### config.mk
export PLATFORM = sky130hd
export DESIGN_NAME = sgc_chain_master
export DESIGN_NICKNAME = d
export VERILOG_FILES = /design/src/rtl/sgc_pkg.sv /design/src/rtl/sgc_clkgen.sv /design/src/rtl/sgc_shifter.sv /design/src/rtl/sgc_regs.sv /design/src/rtl/sgc_chain_master.sv
export SDC_FILE = /design/constraint.sdc
export NUM_CORES = 1
export LEC_CHECK = 0
export CAP_MARGIN = 10
export CORE_ASPECT_RATIO = 1.2
export CORE_MARGIN = 3
export CORE_UTILIZATION = 49
export DETAILED_ROUTE_END_ITERATION = 8
export GPL_TIMING_DRIVEN = 0
export PLACE_DENSITY = 0.73
export SLEW_MARGIN = 40
export SYNTH_ARGS = -nofsm -noshare
export SYNTH_HDL_FRONTEND = slang
export SYNTH_SLANG_ARGS = --single-unit
### constraint.sdc
create_clock -name clk_i -period 3.56 [get_ports clk_i]
set_input_delay 0.89 -clock clk_i [delete_from_list [all_inputs] [get_ports clk_i]]
set_output_delay 0.89 -clock clk_i [all_outputs]
set_load 0.03 [all_outputs]
### src/rtl/sgc_pkg.sv
package sgc_pkg;
  localparam int EN_BIT    = 0;
  localparam int BYTES_LSB = 6;
  localparam int BYTES_W   = 4;
  localparam int DIV_LSB   = 16;
  localparam int DIV_W     = 16;

  typedef struct packed {
    logic [DIV_W-1:0]   div;
    logic [BYTES_W-1:0] nbytes;
    logic               en;
  } ctrl_t;
endpackage

### src/rtl/sgc_clkgen.sv
module sgc_clkgen #(
  parameter int DIV_W = 16
) (
  input  logic             clk_i,
  input  logic             rst_ni,
  input  logic             en_i,
  input  logic [DIV_W-1:0] div_i,
  output logic             rise_o,
  output logic             fall_o,
  output logic             sclk_o
);
  logic [DIV_W-1:0] hcnt_q;
  logic             ph_q;
  logic             tick;

  // half period ends after div+1 cycles
  assign tick   = en_i && (hcnt_q >= div_i);
  assign rise_o = tick && !ph_q;
  assign fall_o = tick && ph_q;
  assign sclk_o = en_i && ph_q;

  always_ff @(posedge clk_i or negedge rst_ni) begin
    if (!rst_ni) begin
      hcnt_q <= '0;
      ph_q   <= 1'b0;
    end else if (!en_i) begin
      hcnt_q <= '0;
      ph_q   <= 1'b0;
    end else if (tick) begin
      hcnt_q <= '0;
      ph_q   <= !ph_q;
    end else begin
      hcnt_q <= hcnt_q + 1'b1;
    end
  end
endmodule

### src/rtl/sgc_shifter.sv
module sgc_shifter #(
  parameter int LINES   = 80,
  parameter int BYTES_W = 4
) (
  input  logic               clk_i,
  input  logic               rst_ni,
  input  logic               en_i,
  input  logic [BYTES_W-1:0] nbytes_i,
  input  logic [LINES-1:0]   latch_i,
  input  logic               sdi_i,
  input  logic               rise_i,
  input  logic               fall_i,
  output logic [LINES-1:0]   smp_o,
  output logic               load_n_o,
  output logic               sdo_o
);
  localparam int SLOT_W = BYTES_W + 3;

  logic [SLOT_W-1:0] slot_q, nlines, idx;
  logic [LINES-1:0]  cap_q, smp_q, mask;
  logic              bit_ok;

  assign nlines = {nbytes_i, 3'b000};
  assign idx    = nlines - slot_q;
  assign bit_ok = (slot_q != '0) && (slot_q <= nlines);

  always_comb begin
    for (int i = 0; i < LINES; i++) mask[i] = SLOT_W'(i) < nlines;
  end

  assign load_n_o = !(en_i && slot_q == '0);
  assign sdo_o    = en_i && bit_ok && latch_i[idx];
  assign smp_o    = smp_q;

  always_ff @(posedge clk_i or negedge rst_ni) begin
    if (!rst_ni) begin
      slot_q <= '0;
      cap_q  <= '0;
      smp_q  <= '0;
    end else if (!en_i) begin
      slot_q <= '0;
    end else begin
      if (rise_i && slot_q != '0) cap_q <= {cap_q[LINES-2:0], sdi_i};
      if (fall_i) begin
        // >= also wraps a frame left long by a shrink of the byte count
        if (slot_q >= nlines) begin
          slot_q <= '0;
          smp_q  <= cap_q & mask;
        end else begin
          slot_q <= slot_q + 1'b1;
        end
      end
    end
  end


  smp_win_chk: assert property (@(posedge clk_i) disable iff (!rst_ni)
    !$stable(smp_q) |-> !load_n_o);
endmodule

### src/rtl/sgc_regs.sv
module sgc_regs import sgc_pkg::*; #(
  parameter int LINES     = 80,
  parameter int MAX_BYTES = 10,
  parameter int DATA_W    = 32,
  parameter int ADDR_W    = 4
) (
  input  logic              clk_i,
  input  logic              rst_ni,
  input  logic              wdt_rst_i,
  input  logic              wr_en_i,
  input  logic [ADDR_W-1:0] addr_i,
  input  logic [DATA_W-1:0] wdata_i,
  input  logic [LINES-1:0]  smp_i,
  output ctrl_t             ctrl_o,
  output logic [LINES-1:0]  latch_o,
  output logic [DATA_W-1:0] rdata_o
);
  localparam int NBANKS   = (LINES + DATA_W - 1) / DATA_W;
  localparam int PAD_W    = NBANKS * DATA_W;
  localparam int VAL_BASE = 1;
  localparam int RB_BASE  = VAL_BASE + NBANKS;
  localparam int TOL_BASE = RB_BASE + NBANKS;
  localparam logic [BYTES_W-1:0] MAX_NB = BYTES_W'(MAX_BYTES);

  ctrl_t              ctrl_q, ctrl_d;
  logic [LINES-1:0]   latch_q, latch_d, tol_q, tol_d;
  logic [PAD_W-1:0]   latch_pad, tol_pad, smp_pad;
  logic [BYTES_W-1:0] wb;
  logic [DIV_W-1:0]   wd;

  assign wb      = wdata_i[BYTES_LSB +: BYTES_W];
  assign wd      = wdata_i[DIV_LSB +: DIV_W];
  assign smp_pad = PAD_W'(smp_i);

  always_comb begin
    ctrl_d    = ctrl_q;
    latch_d   = latch_q;
    tol_d     = tol_q;
    latch_pad = PAD_W'(latch_q);
    tol_pad   = PAD_W'(tol_q);
    if (wdt_rst_i) begin
      latch_d = latch_q & tol_q;
      tol_d   = '0;
    end else if (wr_en_i) begin
      if (addr_i == '0) begin
        ctrl_d.en     = wdata_i[EN_BIT];
        ctrl_d.nbytes = (wb == '0) ? BYTES_W'(1) : ((wb > MAX_NB) ? MAX_NB : wb);
        ctrl_d.div    = (wd == '0) ? DIV_W'(1) : wd;
      end
      for (int b = 0; b < NBANKS; b++) begin
        if (addr_i == ADDR_W'(VAL_BASE + b)) latch_pad[b*DATA_W +: DATA_W] = wdata_i;
        if (addr_i == ADDR_W'(TOL_BASE + b)) tol_pad[b*DATA_W +: DATA_W]   = wdata_i;
      end
      latch_d = latch_pad[LINES-1:0];
      tol_d   = tol_pad[LINES-1:0];
    end
  end

  always_ff @(posedge clk_i or negedge rst_ni) begin
    if (!rst_ni) begin
      ctrl_q  <= '{div: DIV_W'(1), nbytes: BYTES_W'(1), en: 1'b0};
      latch_q <= '0;
      tol_q   <= '0;
    end else begin
      ctrl_q  <= ctrl_d;
      latch_q <= latch_d;
      tol_q   <= tol_d;
    end
  end

  always_comb begin
    rdata_o = '0;
    if (addr_i == '0) begin
      rdata_o[EN_BIT]                 = ctrl_q.en;
      rdata_o[BYTES_LSB +: BYTES_W]   = ctrl_q.nbytes;
      rdata_o[DIV_LSB +: DIV_W]       = {ctrl_q.div[DIV_W-2:0], 1'b0};
    end
    for (int b = 0; b < NBANKS; b++) begin
      if (addr_i == ADDR_W'(VAL_BASE + b)) rdata_o = smp_pad[b*DATA_W +: DATA_W];
      if (addr_i == ADDR_W'(RB_BASE + b))  rdata_o = PAD_W'(latch_q) >> (b*DATA_W);
      if (addr_i == ADDR_W'(TOL_BASE + b)) rdata_o = PAD_W'(tol_q) >> (b*DATA_W);
    end
  end

  assign ctrl_o  = ctrl_q;
  assign latch_o = latch_q;


  wdt_tol_clr_chk: assert property (@(posedge clk_i) disable iff (!rst_ni)
    wdt_rst_i |=> tol_q == '0);

  wdt_keep_chk: assert property (@(posedge clk_i) disable iff (!rst_ni)
    wdt_rst_i |=> latch_q == ($past(latch_q) & $past(tol_q)));

  nbytes_rng_chk: assert property (@(posedge clk_i) disable iff (!rst_ni)
    (ctrl_q.nbytes != '0) && (ctrl_q.nbytes <= MAX_NB));
endmodule

### src/rtl/sgc_chain_master.sv
module sgc_chain_master import sgc_pkg::*; #(
  parameter int MAX_BYTES = 10,
  parameter int DATA_W    = 32,
  parameter int ADDR_W    = 4
) (
  input  logic              clk_i,
  input  logic              rst_ni,
  input  logic              wdt_rst_i,
  input  logic              wr_en_i,
  input  logic [ADDR_W-1:0] addr_i,
  input  logic [DATA_W-1:0] wdata_i,
  output logic [DATA_W-1:0] rdata_o,
  output logic              sclk_o,
  output logic              load_n_o,
  output logic              sdo_o,
  input  logic              sdi_i
);
  localparam int LINES = MAX_BYTES * 8;

  ctrl_t            ctrl;
  logic [LINES-1:0] latch, smp;
  logic             rise, fall;

  sgc_regs #(.LINES(LINES), .MAX_BYTES(MAX_BYTES), .DATA_W(DATA_W), .ADDR_W(ADDR_W)) u_regs (
    .clk_i, .rst_ni, .wdt_rst_i, .wr_en_i, .addr_i, .wdata_i,
    .smp_i(smp), .ctrl_o(ctrl), .latch_o(latch), .rdata_o
  );

  sgc_clkgen #(.DIV_W(DIV_W)) u_clkgen (
    .clk_i, .rst_ni, .en_i(ctrl.en), .div_i(ctrl.div),
    .rise_o(rise), .fall_o(fall), .sclk_o
  );

  sgc_shifter #(.LINES(LINES), .BYTES_W(BYTES_W)) u_shifter (
    .clk_i, .rst_ni, .en_i(ctrl.en), .nbytes_i(ctrl.nbytes), .latch_i(latch),
    .sdi_i, .rise_i(rise), .fall_i(fall), .smp_o(smp), .load_n_o, .sdo_o
  );


  load_start_chk: assert property (@(posedge clk_i) disable iff (!rst_ni)
    $fell(load_n_o) |-> !sclk_o);
endmodule

* Yosys cells after proc, flatten, opt, wreduce, memory -nomap -nowiden
Cells that the tools add are included.
** Storage, ports and cells
- Flip-flop bits (word level) :: 365
- Input bits :: 41
- Output and inout bits :: 35
** Operators by class
- Reduce and logical (&&, ||, !) cells :: 32
- Order comparisons :: 85
- Add/subtract/negate cells :: 3
- Muxes and demuxes :: 34
- Bitwise operators :: 3
- Equality and inequality tests :: 11
** Operators with widths (number)
- $mux W32 :: 13
- $mux W80 :: 4
- $lt A6 B7 Y1 const A :: 32
- $and A80 B80 Y80 :: 2
- $lt A5 B7 Y1 const A :: 16
- $lt A7 B7 Y1 const A :: 16
- $mux W16 :: 6
- $lt A4 B7 Y1 const A :: 8
- $lt A3 B7 Y1 const A :: 4
- $mux W7 :: 3
- $add A16 B1 Y16 const B :: 1
- $eq A4 B3 Y1 const B :: 4
- $ge A16 B16 Y1 :: 1
- $logic_not A16 Y1 :: 1
- $lt A1 B7 Y1 const A :: 2
- $lt A2 B7 Y1 const A :: 2
- $reduce_and A2 Y1 :: 7
- $reduce_bool A2 Y1 :: 7
- $mux W4 :: 3
- $logic_and A1 B1 Y1 :: 9
- $eq A4 B2 Y1 const B :: 2
- $eq A4 B4 Y1 const B :: 2
- $logic_not A4 Y1 :: 2
- $lt A7 B8 Y1 const B :: 1
- 15 further kinds :: 20

* Depth between registers and ports, before layout
- Depth in word-level cells :: 11
- Mapped depth :: 13
- Gate-level depth less buffers :: 9

* Hierarchy
From an unflattened synthesis, not the netlist that was laid out.
** Second synthesis, totals
- Cell total of the unflattened synthesis :: 1882
- Area total of the unflattened synthesis :: 18665.4 um^2
** Modules (own cells, without submodules)
- sgc_regs :: seq. area each 4531.8 um^2, area each 9907.0 um^2, instances 1, cells each 1097
- sgc_shifter :: seq. area each 4179.0 um^2, area each 7548.5 um^2, instances 1, cells each 651
- sgc_clkgen :: seq. area each 425.4 um^2, area each 1209.9 um^2, instances 1, cells each 134

* Worst setup path before layout
No wires, ideal clock.
- Kind :: register -> output
- Start :: register u_shifter.slot_q[0]
- End :: output port sdo_o
- Arrival :: 2906 ps
- Stages on the path, launching flop included :: 14
- Buffers on the path :: 4
- Path slack :: -236 ps
- Required time :: 2670 ps
- Cells stage by stage :: dfrtp_1 > buf_2 > buf_4 > buf_4 > inv_1 > ha_1 > clkbuf_1 > mux4_2 > mux2_2 > nand2_1 > o21ai_0 > a211oi_1 > a311oi_1 > o21a_1
** On the way
- Cells in the longest elaborated chain, start to end :: 4
- Elaborated cells between the ends (all ways) :: 8
- Classes of those cells :: add/sub: 1; order compare: 1; mux: 2; reduce/logical: 4
** RTL lines
- from (decl) :: line sgc_shifter.sv:19 : logic [SLOT_W-1:0] slot_q, nlines, idx;
- from (signal assigned) :: line sgc_shifter.sv:50 : slot_q <= slot_q + 1'b1;
- $sub A7 B7 Y7 (tied with other cells) :: line sgc_shifter.sv:24 : assign idx = nlines - slot_q;
- $bmux W1 S7 / $logic_and A1 B1 Y1 (equally long branches) :: line sgc_shifter.sv:32, sgc_shifter.sv:25
- $mux W1 (implied by the code) / $logic_and A1 B1 Y1 (equally long branches) :: line sgc_shifter.sv:32 : assign sdo_o = en_i && bit_ok && latch_i[idx];
- $logic_and A1 B1 Y1 (*) :: line sgc_shifter.sv:32
- to (decl) :: line sgc_chain_master.sv:15 : output logic sdo_o,
Every way passes the cells marked *; elsewhere a longest branch is shown, timed or not. The select of a mux whose other input is x is not followed.

* Worst setup path in the final report
Same ends and word-level chain as after synthesis.

==> results.sh <==
export IMPL_syn_area_sq_um=18900
export IMPL_cts_tree="built"
export IMPL_place_port_buffers=71
export IMPL_intPower_mw=7.23
export IMPL_worstPathRequired_ns=2.67
export IMPL_async_flop_share_pct=100
export IMPL_mostFrequentLayoutCells="362 x dfrtp_1, 270 x nand2_1, 153 x mux2i_1, 119 x o21ai_0, 117 x nand3_1"
export IMPL_setup_worst_path_start_class="flip-flop"
export IMPL_syn_inst=1815
export IMPL_power_frac_comb_pct=10.7
export IMPL_post_route_min_period_ns=3.98
export IMPL_slowest_stage="dfrtp_2"
export IMPL_drtIter0Drc=2176
export IMPL_path_clk_slew_ns=0.06
export IMPL_timing_slew_headroom_pct=47.0
export IMPL_io_pins=76
export IMPL_met3_usage_pct=4.92
export IMPL_outcome="finished, violations left"
export IMPL_routabilityCongestion=1.00
export IMPL_firstDrtPassIters=7
export IMPL_synth_ff_type="dfrtp_1"
export IMPL_violations="negative setup slack"
export IMPL_area_growth_pct=19.2
export IMPL_final_layout_size_suffix_gt1_share_pct=18.3
export IMPL_power_switching_mw=2.54
export IMPL_critPathKind="reg2out"
export IMPL_ys_seq_area_share_pct=48.5
export IMPL_gr_usage_all_layers_pct=29.2
export IMPL_ys_types=60
export IMPL_tns_ns=-0.419
export IMPL_grt_util_met1_pct=38.9
export IMPL_fillers=3136
export IMPL_period_share_pct=112
export IMPL_clockBufferDepth=3
export IMPL_rows=78
export IMPL_final_setup_worst_slack_ns=-0.416
export IMPL_grt_max_degree=77
export IMPL_critPathBufInv=6
export IMPL_drv_cap=0
export IMPL_design_area_sq_um=22500
export IMPL_p_leak_nw=10.9
export IMPL_antenna_found_initial=0
export IMPL_cts_sinks=365
export IMPL_ys_ff_latch=365
export IMPL_crit_top_cell="buf_12"
export IMPL_nNetsFinal=2028
export IMPL_ir_drop_mv=0.355
export IMPL_root_buffer="clkbuf_16"
export IMPL_setup_violations=2
export IMPL_avgRoutedWirePerCell_um=24.2
export IMPL_hpwl_um=42100
export IMPL_hold_violations=0
export IMPL_multiInputGateArea_sq_um=9020
export IMPL_p_sw_share_pct=26.0
export IMPL_rsz0062_at_grt="true"
export IMPL_clk_latency_ns=0.56
export IMPL_coreArea_sq_um=37900
export IMPL_htree_levels=2
export IMPL_slew_viol_final=0
export IMPL_start_util_pct=49.8
export IMPL_crit_chain="buf_12 -> buf_12 -> inv_8 -> ha_4 -> clkbuf_16 -> buf_4 -> mux4_2 -> mux2i_1 -> nand2_1 -> o211ai_1 -> a21oi_1 -> o21a_1 -> buf_6"
export IMPL_worst_slew_pin_slew_ns=0.795
export IMPL_fp_dieH_um=221
export IMPL_finalPower_mw=9.77
export IMPL_overflow=0
export IMPL_via_per_inst=6.26
export IMPL_die_area_sq_um=40900
export IMPL_grt_busiest_layer="met2"
export IMPL_diodes=0
export IMPL_critPathMaxStageDelay_ns=0.44
export IMPL_fmax_mhz=251
export IMPL_final_common_cell="dfrtp_1"
export IMPL_drc=0
export IMPL_syn_num_nets=1879
export IMPL_skew_ns=0.0304
export IMPL_grt_use_met2_pct=45.3
export IMPL_drtAntennaViolNets=0
export IMPL_seq_power_share_pct=44.2
export IMPL_cpLargestDelayFamily="buffers and inverters"
export IMPL_grt_pass1_vias=15300
export IMPL_wirelength_um=59800
export IMPL_cp_end_kind="output pin"
export IMPL_p_per_area_nw_per_um2=435
export IMPL_placedInstanceArea_sq_um=20400
export IMPL_hold_buffers=0
export IMPL_yosys_warnings=0
export IMPL_hp_class="in2async"
export IMPL_grt_pass1_wl_um=92200
export IMPL_numCtsBuffers=41
export IMPL_arrival_ns=3.09
export IMPL_avgSynthCellArea_sq_um=10.4
export IMPL_crit_fanout=7
export IMPL_via_count=15500
export IMPL_die_x_um=185
export IMPL_regArea_sq_um=9140
export IMPL_p_clk_share_pct=45.1
export IMPL_synth_edf_count=0
-- per-layer routing --
| layer | share of wire [%] | vias to the layer above |
|---|---|---|
| li1 | - | 6701 |
| met1 | 38 | 7671 |
| met2 | 46 | 900 |
| met3 | 8.8 | 201 |
| met4 | 6.8 | 0 |
| met5 | 0 | - |
-- synth_stat cells, types with 5 or more instances --
master / number / share of area (%)
a211oi_1: 5 / 0.20
a21o_1: 6 / 0.24
a21oi_1: 92 / 2.4
a221o_1: 5 / 0.27
a222oi_1: 13 / 0.69
a22o_1: 14 / 0.65
a22oi_1: 82 / 3.3
a31oi_1: 8 / 0.27
and3_1: 10 / 0.33
buf_12: 8 / 0.85
buf_2: 15 / 0.40
buf_6: 9 / 0.54
clkbuf_1: 85 / 1.7
dfrtp_1: 363 / 48
ha_1: 23 / 1.5
inv_1: 91 / 1.8
mux2_1: 16 / 0.96
mux2_2: 6 / 0.36
mux2_4: 80 / 6.4
mux2i_1: 154 / 8.2
mux4_2: 20 / 2.4
nand2_1: 271 / 5.4
nand2b_1: 8 / 0.27
nand3_1: 117 / 3.1
nand4_1: 7 / 0.23
nand4bb_1: 5 / 0.30
nor2_1: 66 / 1.3
nor2b_1: 20 / 0.66
nor3_1: 8 / 0.21
nor4_1: 5 / 0.17
o21a_1: 5 / 0.20
o21ai_0: 133 / 3.5
xnor2_1: 8 / 0.37
xor2_1: 11 / 0.51
-- metrics by stage --
step	hold slack (ns)	setup WS [ns]	cells	util [%]
final	0.210	-0.416	2472	59.3
after global routing	0.232	-0.441	2472	59.3
after CTS	0.214	-0.394	2466	59.1
after detailed placement	0.484	-2.01	2371	53.8
after global placement	0.483	-14.20	2366	53.4
after floorplan	0.451	0.00645	1815	-
-- cell families (layout without fill, tap and decap cells) --
logic type,after synthesis,count (layout),share of synthesized area [%]
fa+ha+maj,23,23,1.53
simple gates,534,534,12.7
xor+xnor,19,19,0.883
mux,276,276,18.3
buf+inv,214,391,5.47
flops,365,365,48.5
compound gates,384,384,12.7
-- registers in the layout, summed over array words and instances (netlist names) --
register / flops
u_shifter.slot_q: 7
u_clkgen.hcnt_q: 16
u_shifter.cap_q: 80
u_regs.latch_o: 80
u_regs.tol_q: 80
u_clkgen.ph_q: 1
u_shifter.smp_o: 80
u_regs.ctrl_o: 21
-- worst paths after layout --
check	startpoint	end	slack, ns	cells after the start
max	u_shifter.slot_q[0]	sdo_o	-0.42	13
min	rst_ni	u_shifter.cap_q[29]	0.21	1
max reg2reg	u_regs.ctrl_o[12]	u_shifter.cap_q[59]	0.41	10
min reg2reg	u_shifter.smp_o[8]	u_shifter.smp_o[8]	0.49	1
max in group asynchronous	rst_ni	u_regs.ctrl_o[1]	2.20	3
min in group clk_i	u_shifter.smp_o[8]	u_shifter.smp_o[8]	0.49	1
-- power by group through the flow --
stage               clock network, mW  logic, mW  registers, mW
floorplan                           0      0.516           4.35
global placement                    0      0.900           4.41
detailed placement                  0      0.941           4.40
CTS                              4.44       1.00           4.32
global route                     4.62       1.13           4.32
finish                           4.40       1.04           4.32
-- final cells by class --
| cell class | instances | share of cell area [%] |
|---|---|---|
| Buffer | 121 | 4.14 |
| Clock buffer | 57 | 5.42 |
| Clock inverter | 14 | 0.785 |
| Inverter | 91 | 1.55 |
| Multi-Input combinational cell | 1236 | 40.1 |
| Sequential cell | 365 | 40.7 |
| Tap cell | 480 | 2.67 |
| Timing Repair Buffer | 108 | 4.62 |
-- timing repair --
action	in CTS	in global routing
hold endpoints to repair	0	0
pin swaps	30	23
setup endpoints to repair	34	32
gates resized for setup	295	50
setup buffers	23	6
cloned	2	1
No activity file was read; power rests on OpenSTA's default activity.
